==> config.mk <==
export PLATFORM = sky130hd
export DESIGN_NAME = mmio_pio_top
export DESIGN_NICKNAME = d
export VERILOG_FILES = /design/src/rtl/mmio_pkg.sv /design/src/rtl/mmio_region_match.sv /design/src/rtl/mmio_decode.sv /design/src/rtl/pio_regfile.sv /design/src/rtl/pio_rdmux.sv /design/src/rtl/mmio_pio_top.sv
export SDC_FILE = /design/constraint.sdc
export NUM_CORES = 1
export LEC_CHECK = 0
export BUFFER_PORTS_ARGS = -buffer_cell sky130_fd_sc_hd__buf_4
export CORE_MARGIN = 2
export CORE_UTILIZATION = 47
export CTS_BUF_LIST = sky130_fd_sc_hd__clkbuf_8
export CTS_CLUSTER_SIZE = 25
export DETAILED_ROUTE_END_ITERATION = 10
export PLACE_DENSITY = 0.79
export SLEW_MARGIN = 20
export SYNTH_ARGS = -nofsm -noshare
export SYNTH_HDL_FRONTEND = slang
export SYNTH_SLANG_ARGS = --single-unit
==> constraint.sdc <==
create_clock -name clk -period 1.05 [get_ports clk]
set_input_delay 0.0525 -clock clk [delete_from_list [all_inputs] [get_ports clk]]
set_output_delay 0.0525 -clock clk [all_outputs]
set_load 0.05 [all_outputs]
==> src/rtl/mmio_pkg.sv <==
package mmio_pkg;
  localparam int unsigned ADDR_W   = 16;
  localparam int unsigned DATA_W   = 8;
  localparam int unsigned IDX_W    = 2;
  localparam int unsigned NREG     = 2 ** IDX_W;
  localparam int unsigned MEM_SPAN = 11;

  localparam logic [ADDR_W-1:0] ROM_BASE = 16'h0000;
  localparam logic [ADDR_W-1:0] RAM_BASE = 16'h8000;
  localparam logic [ADDR_W-1:0] PIO_BASE = 16'hFFFC;

  typedef enum logic [IDX_W-1:0] {
    REG_PORT_A = 2'd0,
    REG_PORT_B = 2'd1,
    REG_PORT_C = 2'd2,
    REG_CTRL   = 2'd3
  } reg_idx_e;
endpackage

==> src/rtl/mmio_region_match.sv <==
module mmio_region_match #(
  parameter int unsigned              AW     = 16,
  parameter int unsigned              SPAN_W = 11,
  parameter logic [AW-1:0]            BASE   = '0
) (
  input  logic [AW-1:0] addr,
  output logic          hit
);
  localparam int unsigned TAG_W = AW - SPAN_W;
  localparam logic [TAG_W-1:0] BASE_TAG = BASE[AW-1:SPAN_W];

  always_comb begin
    hit = (addr[AW-1:SPAN_W] == BASE_TAG);
  end
endmodule

==> src/rtl/mmio_decode.sv <==
module mmio_decode
  import mmio_pkg::*;
(
  input  logic [ADDR_W-1:0] addr,
  output logic              rom_sel,
  output logic              ram_sel,
  output logic              pio_sel
);
  localparam int unsigned NREGION = 3;
  localparam logic [NREGION-1:0][ADDR_W-1:0] BASES = {PIO_BASE, RAM_BASE, ROM_BASE};
  localparam int unsigned SPANS [NREGION] = '{MEM_SPAN, MEM_SPAN, IDX_W};

  logic [NREGION-1:0] hits;

  for (genvar g = 0; g < NREGION; g++) begin : g_region
    mmio_region_match #(
      .AW    (ADDR_W),
      .SPAN_W(SPANS[g]),
      .BASE  (BASES[g])
    ) u_match (
      .addr(addr),
      .hit (hits[g])
    );
  end

  always_comb begin
    rom_sel = hits[0];
    ram_sel = hits[1];
    pio_sel = hits[2];
  end
endmodule

==> src/rtl/pio_regfile.sv <==
module pio_regfile
  import mmio_pkg::*;
(
  input  logic                        clk,
  input  logic                        rst,
  input  logic                        we,
  input  logic [IDX_W-1:0]            idx,
  input  logic [DATA_W-1:0]           wdata,
  output logic [NREG-1:0][DATA_W-1:0] regs
);
  for (genvar g = 0; g < NREG; g++) begin : g_reg
    always_ff @(posedge clk) begin
      if (rst) begin
        regs[g] <= '0;
      end else if (we && (idx == IDX_W'(g))) begin
        regs[g] <= wdata;
      end
    end

    assert_write_lands_R4: assert property (@(posedge clk) disable iff (rst)
      (we && idx == IDX_W'(g)) |=> (regs[g] == $past(wdata)));

    assert_hold_value_R5: assert property (@(posedge clk) disable iff (rst)
      !(we && idx == IDX_W'(g)) |=> $stable(regs[g]));
  end
endmodule

==> src/rtl/pio_rdmux.sv <==
module pio_rdmux
  import mmio_pkg::*;
(
  input  logic                        en,
  input  logic [IDX_W-1:0]            idx,
  input  logic [NREG-1:0][DATA_W-1:0] regs,
  output logic [DATA_W-1:0]           rdata
);
  always_comb begin
    rdata = '0;
    for (int i = 0; i < NREG; i++) begin
      if (en && (idx == IDX_W'(i))) rdata = regs[i];
    end
  end
endmodule

==> src/rtl/mmio_pio_top.sv <==
module mmio_pio_top
  import mmio_pkg::*;
(
  input  logic              clk,
  input  logic              rst,
  input  logic [15:0]       addr,
  input  logic [7:0]        wdata,
  input  logic              rd,
  input  logic              wr,
  output logic [7:0]        rdata,
  output logic              rom_sel,
  output logic              ram_sel,
  output logic [7:0]        port_a,
  output logic [7:0]        port_b,
  output logic [7:0]        port_c
);
  logic                        pio_sel;
  logic [NREG-1:0][DATA_W-1:0] regs;
  logic [IDX_W-1:0]            idx;

  assign idx = addr[IDX_W-1:0];

  mmio_decode u_decode (
    .addr   (addr),
    .rom_sel(rom_sel),
    .ram_sel(ram_sel),
    .pio_sel(pio_sel)
  );

  pio_regfile u_regs (
    .clk  (clk),
    .rst  (rst),
    .we   (pio_sel && wr),
    .idx  (idx),
    .wdata(wdata),
    .regs (regs)
  );

  pio_rdmux u_rdmux (
    .en   (pio_sel && rd),
    .idx  (idx),
    .regs (regs),
    .rdata(rdata)
  );

  assign port_a = regs[REG_PORT_A];
  assign port_b = regs[REG_PORT_B];
  assign port_c = regs[REG_PORT_C];

  assert_single_select_R3: assert property (@(posedge clk) disable iff (rst)
    $onehot0({rom_sel, ram_sel, pio_sel}));

  assert_rom_window_R1: assert property (@(posedge clk) disable iff (rst)
    rom_sel |-> (addr < 16'h0800));

  assert_ram_window_R2: assert property (@(posedge clk) disable iff (rst)
    ram_sel |-> (addr >= 16'h8000 && addr < 16'h8800));

  assert_idle_read_zero_R7: assert property (@(posedge clk) disable iff (rst)
    !(rd && addr >= 16'hFFFC) |-> (rdata == 8'h00));

  assert_ctrl_readback_R6: assert property (@(posedge clk) disable iff (rst)
    (rd && addr == 16'hFFFF) |-> (rdata == regs[REG_CTRL]));
endmodule

==> results.toml <==
[routing]
ant_nets = 0
via_count = 1396
wirelength_um = 4500
drc = 0
viasPerCell = 5.06
firstDrtPassIters = 4
drt-wirelength-per-cell_um = 16.3
drt_iter0_markers = 44

[sta]
worst_slack_ns = -0.212
max_freq_mhz = 792
hold_viol = 0
maxSlewHeadroom_pct = 77.4
hold_ws_ns = 0.0988
min_period_ns = 1.26
tightest_slew_ns = 0.338
setup_viol = 42
skew_ns = 0
rsz0062_at_grt = "yes"
finalCritPeriodShare_pct = 120
drv_slew = 0

[global_route]
grt_max_degree = 41
busiest_layer = "met2"
track_usage_pct = 22.9
met1_usage_pct = 24.6
overflow = 0
grtUsageMet3_pct = 6.81
antenna_found_initial = 0
grt_pass1_wl_um = 7330
met2_usage_pct = 42.3
grt_pass1_vias = 1546

[clock_network]
clock-sinks = 32
htreeDepth = 2
cts-root-buf = "clkbuf_8"
numCtsBuffers = 5
clock_path_buffers = 2
tritoncts = "yes"
cts.clk_slew.worst_paths_ns = 0.07
clk_latency_ns = 0.29

[status]
violations = "negative setup slack"
status = "finished with violations"

[floorplanning]
core_region_area_um2 = 3660
rows = 22
ios = 62
start_util_pct = 49.1
die_h_um = 65.9
die_w_um = 65.9
dieArea_um2 = 4340

[yosys]
yosys-top-cells-area = "dfxtp_1 36%, mux2i_1 27%, nand2b_1 14%"
synthDistinctLibCells = 19
syn_area_um2 = 1800
ys_seq_area_share_pct = 35.6
syn_avg_cell_area_um2 = 10.1
yosys.area.top_type = "dfxtp_1"
synth_top_area_share_pct = 35.6
synth_nets = 207
synth_cells = 179
synth_seq_cells = 32
yosysWarnings = 0

[placement]
place.gp.congestion = 0.753
dp_hpwl_um = 3230
port_buffers = 61
place_inst = 265

[setup_path]
critPathRequiredTime_ns = 1.00
r2r_setup_slack_ns = 0.34
end_kind = "output port"
critPathLaunchType = "input port"
crit_chain = "buf_6, nand4_4, nor4_4, nand2_4, o22ai_4, buf_6"
rr_startpoint = "u_regs.regs[21]"
crit_arrival_ns = 1.21
slowest_stage = "nor4_4"
crit_top_cell = "buf_6"
crit_type = "input port to output port"
r2r-end = "u_regs.regs[21]"
cp_max_fo = 8
critPathLaunch = "addr[8]"
ff2ff_path_depth = 3
cp-endpoint = "rdata[0]"
max_stage_delay_ns = 0.34

[run]
cap_violations = 0

[power_and_ir_drop]
p_leak_nw = 1.19
combPwrFrac_pct = 10.3
p_per_area_nw_per_um2 = 929
p_int_w = 0.00181
p_sw_w = 0.000594
power_frac_seq_pct = 50.5
ir_worst_vdd_uv = 845
p_clk_share_pct = 39.2
p_sw_share_pct = 24.7

[worst_hold_path]
min_path_type = "input port to register"

[final_layout]
top_register = "u_regs.regs"
stdcell_count = 276
drive_above_1_share_pct = 45.2
largest_reg_flops = 32
reg_top3 = "u_regs.regs: 32 flops"
nets = 255
diodes = 0
area_growth_pct = 43.7
[area by class of cell]
type	count	area, µm²
clock buffer	5	68.8
clock inverter	3	18.8
fill	284	1070
inverter	1	3.75
multi-input combinational	112	1110
sequential	32	641
tap	48	60.1
timing repair buffer	75	679
[metrics by stage]
step	utilization [%]	cell area (µm²)	total power [W]	worst slack, ns	TNS (ns)
floorplan	-	1970	0.00135	-0.130	-1.39
global placement	63.6	2330	0.00145	-0.288	-8.72
detailed placement	63.6	2330	0.00146	-0.291	-9.05
CTS	68.7	2520	0.00240	-0.227	-1.75
global route	70.6	2590	0.00251	-0.284	-6.96
finish	70.6	2590	0.00240	-0.212	-3.69
[kinds of logic (layout without fill, tap and decap cells)]
group | Yosys count | count (layout) | share of synthesized area, %
AO/OA/AOI/OAI | 8 | 8 | 2.78
buffers and inverters | 35 | 84 | 13.4
flip-flops | 32 | 32 | 35.6
multiplexers | 48 | 48 | 26.7
AND/OR/NAND/NOR | 56 | 56 | 21.6
[routing by layer]
metal  wire length [µm]  vias up
li1                   -      690
met2               2480       43
met3                257        5
met4                 57        0
met1               1710      658
met5                  0        -
[power by group through the flow]
stage | registers (W) | clock network (W) | logic [W]
floorplan | 0.00124 | 0 | 0.000105
global placement | 0.00124 | 0 | 0.000207
detailed placement | 0.00124 | 0 | 0.000215
CTS | 0.00121 | 0.000957 | 0.000233
global route | 0.00121 | 0.00104 | 0.000261
finish | 0.00121 | 0.000943 | 0.000247
[worst min path at each step]
stage | from | to | slack, ns | cells after the start
2_1_floorplan | addr[15] | rom_sel | 0.16 | 1
3_5_place_dp | wdata[4] | u_regs.regs[12] | 0.40 | 3
6_report | wdata[1] | u_regs.regs[25] | 0.1 | 3
4_1_cts | wdata[1] | u_regs.regs[25] | 0.10 | 3
5_1_grt | wdata[7] | u_regs.regs[23] | 0.12 | 3
3_3_place_gp | wdata[0] | u_regs.regs[24] | 0.38 | 3
[critical path: cells and delay by family]
| family | cells | cell delay (ns) |
|---|---|---|
| AND/OR/NAND/NOR | 3 | 0.67 |
| buffers and inverters | 2 | 0.26 |
| AO/OA/AOI/OAI | 1 | 0.23 |
[cells in the mapped netlist]
master    instances
buf_4            24
nor2_1            2
nor4_1            1
o22ai_1           8
dfxtp_1          32
or4_1             1
nand4_2           3
nand2b_1         41
nand2_1           1
buf_6             2
mux2i_1          48
inv_1             1
nor3b_2           1
nand3_2           1
buf_2             3
nand3b_1          2
clkbuf_1          5
nand3_1           2
nor4_4            1
[layout by cell type (no fill, tap or decap), drive strengths merged]
master and instances:
nand2b 41, nor3b 1, or4 1, mux2i 48
inv 1, nand2 1, dfxtp 32, o22ai 8
nor2 2, nand3 3, nor4 2, nand3b 2
nand4 3, buf 75, clkbuf 5, clkinv 3
[repair_timing]
item,CTS,global route
buffers inserted,2,1
hold buffers,0,0
pin swaps,9,3
resized for setup,21,15
endpoints found under the setup margin,10,42
Power figures use the tool's default switching activity.
